### src/rtl/i2c_mseq_pkg.sv
package i2c_mseq_pkg;

    typedef enum logic [2:0] {
        S_IDLE,
        S_START,
        S_XFER,
        S_WAIT,
        S_STOP
    } seq_state_e;

    typedef enum logic [1:0] {
        BC_START = 2'd0,
        BC_SEND  = 2'd1,
        BC_RECV  = 2'd2,
        BC_STOP  = 2'd3
    } bus_cmd_e;

    localparam logic [15:0] CTRL_MASK = 16'hCF87;
    localparam int B_EN   = 15;
    localparam int B_MST  = 10;
    localparam int B_TRX  = 9;
    localparam int B_XA   = 8;
    localparam int B_STP  = 1;
    localparam int B_STT  = 0;

    localparam int B_XRDY = 4;
    localparam int B_RRDY = 3;
    localparam int B_ARDY = 2;
    localparam int B_NACK = 1;
    localparam int STAT_W = 5;

endpackage

### src/rtl/i2c_mseq_fifo.sv
module i2c_mseq_fifo #(
    parameter int W     = 8,
    parameter int DEPTH = 4,
    localparam int AW   = (DEPTH > 1) ? $clog2(DEPTH) : 1,
    localparam int LW   = $clog2(DEPTH + 1)
) (
    input  logic          clk,
    input  logic          rst_n,
    input  logic          push,
    input  logic [W-1:0]  din,
    input  logic          pop,
    input  logic          flush,
    output logic [W-1:0]  dout,
    output logic          empty,
    output logic          full,
    output logic [LW-1:0] level
);
    localparam logic [AW-1:0] LAST = AW'(DEPTH - 1);

    logic [W-1:0]  mem_q [DEPTH];
    logic [AW-1:0] wr_d, wr_q, rd_d, rd_q;
    logic [LW-1:0] lvl_d, lvl_q;

    always_comb begin
        wr_d  = wr_q;
        rd_d  = rd_q;
        lvl_d = lvl_q;
        if (flush) begin
            wr_d  = '0;
            rd_d  = '0;
            lvl_d = '0;
        end else begin
            if (push) wr_d = (wr_q == LAST) ? '0 : wr_q + 1'b1;
            if (pop)  rd_d = (rd_q == LAST) ? '0 : rd_q + 1'b1;
            if (push && !pop) lvl_d = lvl_q + 1'b1;
            else if (pop && !push) lvl_d = lvl_q - 1'b1;
        end
    end

    always_ff @(posedge clk or negedge rst_n) begin
        if (!rst_n) begin
            wr_q  <= '0;
            rd_q  <= '0;
            lvl_q <= '0;
        end else begin
            wr_q  <= wr_d;
            rd_q  <= rd_d;
            lvl_q <= lvl_d;
        end
    end

    always_ff @(posedge clk) begin
        if (push && !flush) mem_q[wr_q] <= din;
    end

    assign dout  = mem_q[rd_q];
    assign empty = (lvl_q == '0);
    assign full  = (lvl_q == LW'(DEPTH));
    assign level = lvl_q;

    // the buffer never accepts a byte while full
    p_no_overflow_r5: assert property (@(posedge clk) disable iff (!rst_n)
        (push && !flush) |-> !full);
    // no byte is taken from an empty buffer
    p_no_underflow_r10: assert property (@(posedge clk) disable iff (!rst_n)
        (pop && !flush) |-> !empty);

endmodule

### src/rtl/i2c_mseq_fsm.sv
module i2c_mseq_fsm
    import i2c_mseq_pkg::*;
#(
    parameter int CNT_W = 8
) (
    input  logic              clk,
    input  logic              rst_n,
    input  logic [6:0]        slave_addr,
    input  logic              ctrl_we,
    input  logic [15:0]       ctrl_wdata,
    input  logic              cnt_we,
    input  logic [CNT_W-1:0]  cnt_wdata,
    input  logic              tx_we,
    input  logic              stat_clr_we,
    input  logic [STAT_W-1:0] stat_clr_mask,
    input  logic              tx_empty,
    input  logic [7:0]        tx_head,
    input  logic              rx_full,
    input  logic              rx_pop,
    input  logic              rx_last,
    input  logic              bus_done,
    input  logic              bus_nack,
    output logic              tx_pop,
    output logic              tx_flush,
    output logic              rx_push,
    output logic [15:0]       ctrl_rdata,
    output logic [STAT_W-1:0] status,
    output logic [CNT_W-1:0]  xfer_left,
    output logic              busy,
    output logic              bus_cmd_valid,
    output logic [1:0]        bus_cmd,
    output logic [7:0]        bus_cmd_data
);
    typedef struct packed {
        seq_state_e        st;
        logic [15:0]       ctrl;
        logic [STAT_W-1:0] stat;
        logic [CNT_W-1:0]  cnt;
        logic [CNT_W-1:0]  left;
        logic              cv;
        bus_cmd_e          cmd;
        logic [7:0]        cd;
    } seq_t;

    seq_t q, d;
    logic start_ok;

    assign start_ok = ctrl_wdata[B_MST] && !ctrl_wdata[B_XA] && ctrl_wdata[B_STT];

    always_comb begin
        d        = q;
        tx_pop   = 1'b0;
        tx_flush = 1'b0;
        rx_push  = 1'b0;

        if (stat_clr_we) d.stat = q.stat & ~stat_clr_mask;
        if (tx_we) d.stat[B_XRDY] = 1'b0;
        if (rx_pop && rx_last) begin
            d.stat[B_RRDY] = 1'b0;
            if (q.ctrl[B_MST] && !q.ctrl[B_TRX]) d.stat[B_ARDY] = 1'b1;
        end
        if (cnt_we) d.cnt = cnt_wdata;

        unique case (q.st)
            S_START: if (bus_done) begin
                d.cv          = 1'b0;
                d.ctrl[B_STT] = 1'b0;
                if (bus_nack) begin
                    d.stat[B_NACK] = 1'b1;
                    d.ctrl[B_STP]  = 1'b0;
                    d.st           = S_IDLE;
                end else begin
                    d.left = q.cnt;
                    d.st   = S_XFER;
                end
            end
            S_XFER: begin
                if (q.left == '0) begin
                    if (q.ctrl[B_STP]) begin
                        d.cv  = 1'b1;
                        d.cmd = BC_STOP;
                        d.st  = S_STOP;
                    end else begin
                        d.stat[B_ARDY] = 1'b1;
                        d.ctrl[B_MST]  = 1'b0;
                        d.st           = S_IDLE;
                    end
                end else if (q.ctrl[B_TRX]) begin
                    if (!tx_empty) begin
                        d.cv   = 1'b1;
                        d.cmd  = BC_SEND;
                        d.cd   = tx_head;
                        tx_pop = 1'b1;
                        d.st   = S_WAIT;
                    end else if (!tx_we) begin
                        d.stat[B_XRDY] = 1'b1;
                    end
                end else if (!rx_full) begin
                    d.cv  = 1'b1;
                    d.cmd = BC_RECV;
                    d.st  = S_WAIT;
                end
            end
            S_WAIT: if (bus_done) begin
                d.cv   = 1'b0;
                d.left = q.left - 1'b1;
                if (q.cmd == BC_RECV) begin
                    rx_push        = 1'b1;
                    d.stat[B_RRDY] = 1'b1;
                end
                d.st = S_XFER;
            end
            S_STOP: if (bus_done) begin
                d.cv          = 1'b0;
                d.ctrl[B_STP] = 1'b0;
                d.left        = q.cnt;
                tx_flush      = 1'b1;
                d.st          = S_IDLE;
            end
            default: ;
        endcase

        if (ctrl_we) begin
            d.ctrl = ctrl_wdata & CTRL_MASK;
            if (!ctrl_wdata[B_EN]) begin
                d.st     = S_IDLE;
                d.cv     = 1'b0;
                tx_flush = 1'b1;
                tx_pop   = 1'b0;
                rx_push  = 1'b0;
            end else if (q.st == S_IDLE && start_ok) begin
                d.st  = S_START;
                d.cv  = 1'b1;
                d.cmd = BC_START;
                d.cd  = {slave_addr, ~ctrl_wdata[B_TRX]};
            end
        end
        d.stat[0] = 1'b0;
    end

    always_ff @(posedge clk or negedge rst_n) begin
        if (!rst_n) begin
            q.st   <= S_IDLE;
            q.ctrl <= '0;
            q.stat <= '0;
            q.cnt  <= '0;
            q.left <= '0;
            q.cv   <= 1'b0;
            q.cmd  <= BC_START;
            q.cd   <= '0;
        end else begin
            q <= d;
        end
    end

    assign ctrl_rdata    = q.ctrl;
    assign status        = q.stat;
    assign xfer_left     = q.left;
    assign busy          = (q.st != S_IDLE);
    assign bus_cmd_valid = q.cv;
    assign bus_cmd       = q.cmd;
    assign bus_cmd_data  = q.cd;

    // a pending command holds until the engine completes it
    p_cmd_hold_r2: assert property (@(posedge clk) disable iff (!rst_n)
        (q.cv && !bus_done && !(ctrl_we && !ctrl_wdata[B_EN]))
        |=> (q.cv && $stable(q.cmd) && $stable(q.cd)));
    // start bit self-clears once the start completes
    p_stt_clear_r2: assert property (@(posedge clk) disable iff (!rst_n)
        (q.st == S_START && bus_done && !ctrl_we) |=> !q.ctrl[B_STT]);
    // refused start records NACK, cancels stop, goes idle
    p_nack_r3: assert property (@(posedge clk) disable iff (!rst_n)
        (q.st == S_START && bus_done && bus_nack && !ctrl_we)
        |=> (q.stat[B_NACK] && !q.ctrl[B_STP] && q.st == S_IDLE));
    // stop completion clears stop and reloads the counter
    p_stop_reload_r6: assert property (@(posedge clk) disable iff (!rst_n)
        (q.st == S_STOP && bus_done && !ctrl_we)
        |=> (!q.ctrl[B_STP] && q.left == $past(q.cnt)));
    // end of count without stop raises ARDY and leaves master mode
    p_ardy_r7: assert property (@(posedge clk) disable iff (!rst_n)
        (q.st == S_XFER && q.left == '0 && !q.ctrl[B_STP] && !ctrl_we)
        |=> (q.stat[B_ARDY] && !q.ctrl[B_MST]));
    // slave mode or extended addressing never leaves idle
    p_reject_r8: assert property (@(posedge clk) disable iff (!rst_n)
        (q.st == S_IDLE && ctrl_we && (!ctrl_wdata[B_MST] || ctrl_wdata[B_XA]))
        |=> (q.st == S_IDLE && !q.cv));
    // clearing enable aborts to idle with no command pending
    p_abort_r11: assert property (@(posedge clk) disable iff (!rst_n)
        (ctrl_we && !ctrl_wdata[B_EN]) |=> (q.st == S_IDLE && !q.cv));
    // status bit 0 is never set
    p_stat0_r12: assert property (@(posedge clk) disable iff (!rst_n)
        !q.stat[0]);

endmodule

### src/rtl/i2c_mseq.sv
module i2c_mseq
    import i2c_mseq_pkg::*;
#(
    parameter int CNT_W     = 8,
    parameter int BUF_DEPTH = 4,
    localparam int LVL_W    = $clog2(BUF_DEPTH + 1)
) (
    input  logic              clk,
    input  logic              rst_n,
    input  logic [6:0]        slave_addr,
    input  logic              ctrl_we,
    input  logic [15:0]       ctrl_wdata,
    input  logic              cnt_we,
    input  logic [CNT_W-1:0]  cnt_wdata,
    input  logic              tx_we,
    input  logic [7:0]        tx_wdata,
    input  logic              rx_re,
    input  logic              stat_clr_we,
    input  logic [4:0]        stat_clr_mask,
    input  logic              bus_done,
    input  logic              bus_nack,
    input  logic [7:0]        bus_rdata,
    output logic [15:0]       ctrl_rdata,
    output logic [4:0]        status,
    output logic [CNT_W-1:0]  xfer_left,
    output logic [LVL_W-1:0]  tx_level,
    output logic [LVL_W-1:0]  rx_level,
    output logic [7:0]        rx_rdata,
    output logic              busy,
    output logic              bus_cmd_valid,
    output logic [1:0]        bus_cmd,
    output logic [7:0]        bus_cmd_data
);
    logic       tx_empty, tx_full, tx_pop, tx_flush, tx_push;
    logic [7:0] tx_head;
    logic       rx_empty, rx_full, rx_push, rx_pop;

    assign tx_push = tx_we && !tx_full;
    assign rx_pop  = rx_re && !rx_empty;

    i2c_mseq_fifo #(.W(8), .DEPTH(BUF_DEPTH)) u_txbuf (
        .clk   (clk),
        .rst_n (rst_n),
        .push  (tx_push),
        .din   (tx_wdata),
        .pop   (tx_pop),
        .flush (tx_flush),
        .dout  (tx_head),
        .empty (tx_empty),
        .full  (tx_full),
        .level (tx_level)
    );

    i2c_mseq_fifo #(.W(8), .DEPTH(BUF_DEPTH)) u_rxbuf (
        .clk   (clk),
        .rst_n (rst_n),
        .push  (rx_push),
        .din   (bus_rdata),
        .pop   (rx_pop),
        .flush (1'b0),
        .dout  (rx_rdata),
        .empty (rx_empty),
        .full  (rx_full),
        .level (rx_level)
    );

    i2c_mseq_fsm #(.CNT_W(CNT_W)) u_seq (
        .clk           (clk),
        .rst_n         (rst_n),
        .slave_addr    (slave_addr),
        .ctrl_we       (ctrl_we),
        .ctrl_wdata    (ctrl_wdata),
        .cnt_we        (cnt_we),
        .cnt_wdata     (cnt_wdata),
        .tx_we         (tx_we),
        .stat_clr_we   (stat_clr_we),
        .stat_clr_mask (stat_clr_mask),
        .tx_empty      (tx_empty),
        .tx_head       (tx_head),
        .rx_full       (rx_full),
        .rx_pop        (rx_pop),
        .rx_last       (rx_level == LVL_W'(1)),
        .bus_done      (bus_done),
        .bus_nack      (bus_nack),
        .tx_pop        (tx_pop),
        .tx_flush      (tx_flush),
        .rx_push       (rx_push),
        .ctrl_rdata    (ctrl_rdata),
        .status        (status),
        .xfer_left     (xfer_left),
        .busy          (busy),
        .bus_cmd_valid (bus_cmd_valid),
        .bus_cmd       (bus_cmd),
        .bus_cmd_data  (bus_cmd_data)
    );

endmodule

### config.mk
export PLATFORM = sky130hd
export DESIGN_NAME = i2c_mseq
export DESIGN_NICKNAME = d
export VERILOG_FILES = /design/src/rtl/i2c_mseq_pkg.sv /design/src/rtl/i2c_mseq_fifo.sv /design/src/rtl/i2c_mseq_fsm.sv /design/src/rtl/i2c_mseq.sv
export SDC_FILE = /design/constraint.sdc
export NUM_CORES = 1
export LEC_CHECK = 0
export ABC_AREA = 1
export BUFFER_PORTS_ARGS = -buffer_cell sky130_fd_sc_hd__clkbuf_2
export CAP_MARGIN = 20
export CORE_MARGIN = 8
export CORE_UTILIZATION = 45
export DETAILED_ROUTE_END_ITERATION = 7
export PLACE_DENSITY = 0.67
export SYNTH_ARGS = -nofsm -noshare
export SYNTH_HDL_FRONTEND = slang
export SYNTH_SLANG_ARGS = --single-unit
### constraint.sdc
create_clock -name clk -period 2.8 [get_ports clk]
set_clock_uncertainty 0.05 [all_clocks]
set_input_delay 0.14 -clock clk [delete_from_list [all_inputs] [get_ports clk]]
set_output_delay 0.14 -clock clk [all_outputs]
set_load 0.01 [all_outputs]
* Word level (Yosys, flattened, before mapping)
Memory sizes are Yosys's and may differ from the RTL's.
Index checks and enable logic that the tools add are counted.
W data, S select, Z words.
** Word-level totals
- Bits in registers :: 58
- Memory bits (writable) :: 64
- Input bits :: 61
- Memories :: 2
** Operators by class
- Add/subtract/negate cells :: 9
- Equality and inequality tests :: 20
- Muxes and demuxes :: 92
- Bitwise operators :: 3
- Reduce and logical (&&, ||, !) cells :: 40
** Memory list
- u_rxbuf.mem_q :: depth 4, bits a word 8, rd ports 1, clocked after Yosys merged registers in 0, wr ports 1, RTL line i2c_mseq_fifo.sv:20 : logic [W-1:0] mem_q [DEPTH];
- u_txbuf.mem_q :: depth 4, bits a word 8, rd ports 1, clocked after Yosys merged registers in 0, wr ports 1, RTL line i2c_mseq_fifo.sv:20
** Operators with widths (count)
- $mux W11 :: 6
- $mux W3 :: 19
- $mux W1 :: 42
- $mux W9 :: 3
- $mux W8 :: 3
- $pmux W8 S3 :: 1
- $mux W2 :: 11
- $mux W10 :: 2
- $mux W19 :: 1
- $reduce_bool A2 Y1 :: 7
- $logic_and A1 B1 Y1 :: 12
- $pmux W3 S4 :: 1
- $reduce_bool A3 Y1 :: 4
- $eq A2 B2 Y1 const B :: 5
- $ne A2 B2 Y1 const B :: 5
- $eq A3 B3 Y1 const B :: 3
- $logic_not A1 Y1 :: 9
- $logic_not A3 Y1 :: 3
- $ne A3 B3 Y1 const B :: 3
- $add A2 B1 Y2 const B :: 4
- $logic_not A8 Y1 :: 1
- $sub A8 B1 Y8 const B :: 1
- $add A3 B1 Y3 const B :: 2
- $eq A3 B1 Y1 const B :: 2
- 12 further kinds :: 14

* Depth between registers and ports, before layout
Gate-level depths: netlist of run 1.
- Depth after elaboration :: 11
- Gate-level depth with buffers :: 12

* Modules after synthesis
A second synthesis of run 1 with hierarchy kept.
** Unflattened totals
- Cells, all modules :: 651
- Area total of the unflattened synthesis :: 6183.4 sq um
** By module, submodules not included
- i2c_mseq_fsm :: instances 1, cells each 365, area each 2712.6 sq um, sequential area each 1101.1 sq um
- i2c_mseq_fifo at u_rxbuf :: instances 1, cells each 138, area each 1736.7 sq um, sequential area each 1136.1 sq um
- i2c_mseq_fifo at u_txbuf :: instances 1, cells each 140, area each 1701.6 sq um, sequential area each 1136.1 sq um
- i2c_mseq :: instances 1, cells each 8, area each 32.5 sq um, sequential area each 0.0 sq um

* Worst setup path before layout of run 1
No wires, ideal clock.
- Path type :: reg-to-reg
- Start point :: register u_seq.q (netlist bit u_seq.xfer_left[0])
- End point :: register u_txbuf.lvl_q[1] (netlist: u_txbuf.level[1])
- Setup time :: 121 ps
- Arrival time :: 2044 ps
- Data required time :: 2629 ps
- Slack :: 584 ps
- Stages on the path, launching flop included :: 13
- Period minus slack after synthesis :: 2216 ps
- Path through :: dfrtp_1 -> inv_1 -> ha_1 -> nand2_1 -> nor2_2 -> nor2_4 -> buf_6 -> nand3_1 -> ha_1 -> fa_1 -> nor2_1 -> a21oi_1 -> nor2_1
** On the way
- Longest elaborated chain between the ends :: 9
- Elaborated cells between the ends (all ways) :: 11
- Classes of those cells :: mux: 6; reduce/logical: 5
** Ends and longest elaborated chain
- from (decl) :: RTL line i2c_mseq_fsm.sv:45 : seq_t q, d;
- $logic_not A8 Y1 (*) :: RTL line i2c_mseq_fsm.sv:78 : if (q.left == '0) begin
- $mux W1 (*) :: RTL line i2c_mseq_fsm.sv:78
- $mux W1 (*) :: RTL line i2c_mseq_fsm.sv:64 : unique case (q.st)
- $mux W1 :: RTL line i2c_mseq_fsm.sv:125 : if (!ctrl_wdata[B_EN]) begin
- $mux W1 (*) :: RTL line i2c_mseq_fsm.sv:123 : if (ctrl_we) begin
- $logic_not A1 Y1 :: RTL line i2c_mseq_fifo.sv:35 : if (push && !pop) lvl_d = lvl_q + 1'b1;
- $logic_and A1 B1 Y1 :: RTL line i2c_mseq_fifo.sv:35
- $mux W3 :: RTL line i2c_mseq_fifo.sv:35
- $mux W3 :: RTL line i2c_mseq_fifo.sv:28 : if (flush) begin
- to (signal assigned) :: RTL line i2c_mseq_fifo.sv:48 : lvl_q <= lvl_d;
- to (decl) :: RTL line i2c_mseq_fifo.sv:22 : logic [LW-1:0] lvl_d, lvl_q;
Every way passes the cells marked *; elsewhere a longest branch is shown, timed or not.
A chain may end at the register's enable or synchronous reset.

* Worst setup path in the final report of run 1
Ends and elaborated chain as after synthesis.

==> impl_results.md, run 1 <==
* Slew HR at 0.492
* Reg2reg start: u_seq.xfer_left[0]$_DFFE_PN0P_
* Hold_sp: stat_clr_we
* Post-synth ARST share at 0.475
* Combinational power share at 0.339
* Core area at 0.0137 mm^2
* Total number of vias at 4842
* Setup WS post-layout at 0.288 ns
* First-pass GRT wire length at 23500 um
* Final ANT Viol Nets at 0
* Top cells by area, synth: edfxtp_1 31%, dfrtp_1 23%, nand2_1 10%
* Vias/cell at 4.80
* Post-Place Worst Slack at 0.312 ns
* Routed WL per cell at 14.2 um
* Max Root-Sink Buffers at 2
* FF-to-FF setup slack at 0.29 ns
* Antenna violations before repair at 0
* Avg Inst Size Synth at 9.05 um^2
* GR Overflow Total at 0
* Reg area at 0.00337 mm^2
* GP Congestion at 0.896
* Switching share of power at 0.354
* Num CTS Buffers at 17
* Number of warnings issued by yosys at 0
* Clock root buffer: clkbuf_16
* Max cap viols at 0
* I/O pins at 116
* #FFs+latches synth at 122
* Hold Crit Class: primary input to flip-flop
* WP data arrival at 2.75 ns
* Die width at 134 um
* Placed Cells at 928
* Initial core utilization at 0.455
* Pin count of the biggest net entering global routing at 59
* NetSw at 2.61 mW
* CTS-repair resized insts at 0
* Synth area leader: edfxtp_1
* Final worst-path cycle share at 0.897
* Ys flop type: edfxtp_1
* Netlist cell types at 37
* Yosys top cell area share at 0.309
* Layout area overhead at 24.7%
* Count leader, synth: nand2_1
* Post-Layout Cell Count at 1008
* Crit. End Element: flip-flop
* Cell Area, Synth at 0.00622 mm^2
* PwrDens at 951 mW/mm^2
* Die Height at 134 um
* Worst hold stages at 4
* Ant diodes at 0
* IO buf count at 101
* Synthesized instance count at 687
* Peak supply drop at 0.419 mV
* Multi-input gate area at 0.00204 mm^2
* Clock share of power at 0.315
* Total Routing Usage GR at 0.165
* Worst Tran Pin Value at 0.763 ns
* Startpoint Class: flip-flop
* Min Tclk post-route at 2.51 ns
* H-tree Lvls at 4
* Setup CP Type: flip-flop to flip-flop
* Worst R2R End: u_txbuf.level[1]$_DFFE_PN0P_
* Drt drc at 0
* Detailed router's first-iteration violation count at 246
* CP Data Required Time at 3.04 ns
* Vias in the first global route at 4778
* Sequential-to-total area share from yosys stat at 0.542
* Clock Latency Late Sink at 0.41 ns
* TritonCTS clock tree: done
* Worst-path clk slew at 0.05 ns
* Setup TNS at 0 ns
* # nets final at 894
* Final hold vios at 0
* Internal power at 4.76 mW
* Reg power frac at 0.347
* Commonest cells post-synth: 167 x nand2_1, 103 x inv_1, 64 x edfxtp_1, 58 x dfrtp_1, 57 x nand3_1
* Final WL at 14300 um
* Fmax at 398 MHz
* Status: complete, no violations
* WHS Endpoint: u_seq.status[3]$_DFF_PN0_
* RSZ-0062 raised after global routing: no
* Final slew viol count at 0
* Area of the die at 0.0178 mm^2
* CTS sink cnt at 122
* Reg2reg path depth at 11
* Fraction of layout cells with a size suffix above 1 at 0.211
* Setup Fix Bufs, Post-CTS at 0
* Initial DRT Pass Iterations at 4
* Leak pwr at 3.78 nW
* DP Wirelength at 10000 um
* Worst-path maximum fanout at 14
* Row count at 43
* EDFF count, synth at 64
* Fillers at 1206
* Final setup violation count at 0
## final cells by class
type / count / share of cell area
tap: 180 / 0.0290
multi-input combinational: 404 / 0.263
clock buffer: 19 / 0.0558
inverter: 111 / 0.0544
timing repair buffer: 159 / 0.137
sequential: 122 / 0.435
clock inverter: 13 / 0.0258
## metrics by stage
stage / power, mW / hold WS, ns / utilization / cell area, um^2
6_report: 7.38 / 0.0344 / 0.568 / 7760
2_1_floorplan: 4.44 / -0.206 / - / 6240
3_5_place_dp: 5.03 / 0.301 / 0.486 / 6640
5_1_grt: 7.89 / 0.0499 / 0.568 / 7760
3_3_place_gp: 4.92 / 0.292 / 0.486 / 6640
4_1_cts: 7.44 / 0.0172 / 0.568 / 7760
## flip-flops by register name, indices dropped and copies added (netlist names)
signal and cells:
u_seq.bus_cmd_data 8, u_txbuf.rd_q 2, u_seq.xfer_left 8, u_rxbuf.wr_q 2
u_rxbuf.rd_q 2, u_seq.bus_cmd 2, u_rxbuf.level 3, u_seq.q 11
u_seq.status 4, u_txbuf.level 3, u_rxbuf.mem_q 32, u_txbuf.mem_q 32
u_txbuf.wr_q 2, u_seq.ctrl_rdata 10, u_seq.bus_cmd_valid 1
## layout by cell type (no fill, tap or decap), types with 8 or more instances in the layout
cell type	instances
inv_1	103
nand2_1	167
a21oi_1	13
buf_4	10
o22ai_1	8
ha_1	17
clkbuf_2	101
nand3_1	57
o21ai_0	36
nor2_1	46
dlygate4sd3_1	48
dfrtp_1	58
clkbuf_16	17
o21ai_1	8
edfxtp_1	64
## worst max-delay path by stage
| stage | endpoint | startpoint | slack [ns] |
|---|---|---|---|
| final | u_txbuf.level[1]$_DFFE_PN0P_ | u_seq.xfer_left[0]$_DFFE_PN0P_ | 0.29 |
| after global routing | u_txbuf.level[1]$_DFFE_PN0P_ | u_seq.xfer_left[0]$_DFFE_PN0P_ | 0.09 |
| after CTS | u_txbuf.level[1]$_DFFE_PN0P_ | u_seq.xfer_left[0]$_DFFE_PN0P_ | 0.28 |
| after detailed placement | u_txbuf.level[1]$_DFFE_PN0P_ | u_seq.xfer_left[0]$_DFFE_PN0P_ | 0.31 |
| after global placement | u_txbuf.level[1]$_DFFE_PN0P_ | u_seq.xfer_left[0]$_DFFE_PN0P_ | 0.37 |
| after floorplan | u_txbuf.level[1]$_DFFE_PN0P_ | u_seq.xfer_left[0]$_DFFE_PN0P_ | 0.58 |
## power groups by stage
stage,sequential (mW),clock (mW),combinational (mW)
after CTS,2.56,2.36,2.51
after detailed placement,2.59,0,2.44
after global placement,2.57,0,2.35
final,2.56,2.32,2.50
after global routing,2.61,2.45,2.83
after floorplan,2.52,0,1.92
## logic make-up after synthesis
family | count (synthesis) | share of synthesized area
AOI/OAI and AO/OA | 73 | 0.0646
DFF | 122 | 0.542
adders and majority gates | 18 | 0.0374
other | 1 | 0.000603
and+or+nand+nor | 297 | 0.208
muxes | 3 | 0.00543
buffers and inverters | 167 | 0.133
xor gates and xnor gates | 6 | 0.00845
## routing by layer
metal	vias to the layer above	share of wire	track usage
li1	2404	-	-
met1	2292	0.42	0.186
met2	124	0.50	0.283
met3	22	0.059	0.0508
met4	0	0.021	0.0717
met5	-	0	0
## critical path, stage by stage (launching register included)
cell and delay, ns:
dfrtp_1 0.36, inv_1 0.09, ha_1 0.24, nand2_1 0.17, nor2_2 0.11, nor2_4 0.28, nand3_1 0.13, ha_1 0.25
fa_1 0.49, nor2_1 0.05, a21oi_1 0.12, nor2_1 0.06
## what timing repair did
action,CTS,global route
endpoints found under the setup margin,0,0
hold buffers,48,0
hold endpoints to repair,152,0
No activity file was read; power rests on OpenSTA's default activity.
==> run 2, diff against run 1 <==
--- a/config.mk
+++ b/config.mk
@@ -9,9 +9,8 @@
 export BUFFER_PORTS_ARGS = -buffer_cell sky130_fd_sc_hd__clkbuf_2
 export CAP_MARGIN = 20
 export CORE_MARGIN = 8
-export CORE_UTILIZATION = 45
+export CORE_UTILIZATION = 35
 export DETAILED_ROUTE_END_ITERATION = 7
-export PLACE_DENSITY = 0.67
 export SYNTH_ARGS = -nofsm -noshare
 export SYNTH_HDL_FRONTEND = slang
 export SYNTH_SLANG_ARGS = --single-unit
==> run 2 against run 1 <==
Against the previous run:
- highest routed layer unchanged
- final cell count is 4.8% higher
- critical path type unchanged
- largest cell class unchanged
- first-iteration DRC count is 20% lower
- worst hold slack better by 0.0087 ns
==> impl_results.md, run 2 (synthesis results as in run 1) <==
* Detailed router's first-iteration violation count at 198
* Met1 Track Usage GR at 0.160
* RSZ-0062 raised after global routing: no
* Leak pwr at 3.76 nW
* Setup CP Type: flip-flop to flip-flop
* Layout area overhead at 24.9%
* Max cap viols at 0
* Fillers at 1706
* Row count at 48
* Drt drc at 0
* CP Data Required Time at 3.05 ns
* GRT Max-Usage Layer: met2
* Status: complete, no violations
* Total number of vias at 4724
* GR Overflow Total at 0
* Final worst-path cycle share at 0.896
* Final slew viol count at 0
* Worst-path maximum fanout at 14
* Total Routing Usage GR at 0.139
* Hold_ws at 0.0431 ns
* Vias in the first global route at 4769
* Routed WL per cell at 14.0 um
* Area of the die at 0.0223 mm^2
* Vias/cell at 4.47
* Initial core utilization at 0.358
* Worst Tran Pin Value at 0.787 ns
* PwrDens at 915 mW/mm^2
* Met2 Usage GRT at 0.231
* WP data arrival at 2.76 ns
* Setup WS post-layout at 0.292 ns
* Clock root buffer: clkbuf_16
* GP Congestion at 0.794
* Top flop regs: u_rxbuf.mem_q: 32 flops, u_txbuf.mem_q: 32 flops, u_seq.q: 11 flops
* Startpoint Class: flip-flop
* Final WL at 14800 um
* Reg area at 0.00337 mm^2
* Final ANT Viol Nets at 0
* CTS-repair resized insts at 0
* Peak supply drop at 0.456 mV
* Pin count of the biggest net entering global routing at 34
* Fraction of layout cells with a size suffix above 1 at 0.219
* Setup TNS at 0 ns
* CTS sink cnt at 122
* First-pass GRT wire length at 23900 um
* TritonCTS clock tree: done
* Max Root-Sink Buffers at 2
* Die width at 149 um
* Min Tclk post-route at 2.51 ns
* Commonest non-fill, non-tap cell in the layout: nand2_1
* Pwr Total at 7.11 mW
* Global routing met3 resource utilization at 0.0495
* Clock Latency Late Sink at 0.42 ns
* Crit. End Element: flip-flop
* Num CTS Buffers at 17
* I/O pins at 116
* Ant diodes at 0
* DP Wirelength at 10400 um
* Slew HR at 0.475
* Die Height at 149 um
* Core area at 0.0174 mm^2
* Hold Crit Class: primary input to flip-flop
* Antenna violations before repair at 0
* Worst-path clk slew at 0.06 ns
* IO buf count at 101
* Final hold vios at 0
* Multi-input gate area at 0.00204 mm^2
* Final setup violation count at 0
* # nets final at 897
* Post-Place Worst Slack at 0.283 ns
* Fmax at 399 MHz
* Initial DRT Pass Iterations at 4
* Commonest non-fill, non-tap cells in the layout: 167 x nand2_1, 103 x inv_1, 100 x clkbuf_2
* Setup Fix Bufs, Post-CTS at 0
* # hold bufs at CTS at 48
* H-tree Lvls at 4
[run 2: cell types whose count changed in the layout (fill, tap and decap cells not counted), sizes merged]
cell,before,now
inv,110,116
buf,10,14
bufinv,5,1
clkbuf,120,117
clkinv,7,6
clkinvlp,2,3
[run 2: final timing paths]
kind                                             startpoint  cells past startpoint                                to  slack (ns)
max                          u_seq.xfer_left[0]$_DFFE_PN0P_                     11      u_txbuf.level[1]$_DFFE_PN0P_        0.29
min                                                 ctrl_we                      3  u_seq.ctrl_rdata[11]$_DFFE_PN0P_        0.04
max reg2reg                  u_seq.xfer_left[0]$_DFFE_PN0P_                     11      u_txbuf.level[1]$_DFFE_PN0P_        0.29
min reg2reg                u_seq.ctrl_rdata[11]$_DFFE_PN0P_                      2  u_seq.ctrl_rdata[11]$_DFFE_PN0P_        0.42
max in group asynchronous                             rst_n                      3      u_rxbuf.level[1]$_DFFE_PN0P_        1.69
min in group asynchronous                             rst_n                      2  u_seq.ctrl_rdata[14]$_DFFE_PN0P_        0.29
[run 2: per-stage QoR]
step / utilization / std cells / instance area (um^2)
5_1_grt: 0.448 / 1056 / 7770
3_3_place_gp: 0.387 / 976 / 6720
2_1_floorplan: - / 693 / 6240
6_report: 0.448 / 1056 / 7770
4_1_cts: 0.448 / 1056 / 7770
3_5_place_dp: 0.387 / 976 / 6720
[run 2: per-layer routing]
layer  up-vias  wire, um
li1       2412         -
met4         0       289
met2       113      7070
met1      2179      6440
met5         -         0
met3        20       973
[run 2: layout make-up]
class / instances / area share
sequential: 122 / 0.434
timing repair buffer: 162 / 0.139
tap: 225 / 0.0362
inverter: 111 / 0.0543
clock inverter: 15 / 0.0182
multi-input combinational: 404 / 0.263
clock buffer: 17 / 0.0548
[run 2: critical path, cell delays in order, from the launching register on]
cell and delay (ns):
dfrtp_1 0.36, inv_1 0.08, ha_1 0.24, nand2_1 0.15
nor2_2 0.11, nor2_4 0.34, nand3_1 0.13, ha_1 0.24
fa_1 0.49, nor2_1 0.04, a21oi_1 0.11, nor2_1 0.06
[run 2: report_power, final]
group	internal, mW	switching (mW)	leakage (nW)
combinational	0.941	1.55	2.20
clock	1.23	0.841	0.271
sequential	2.25	0.296	1.29
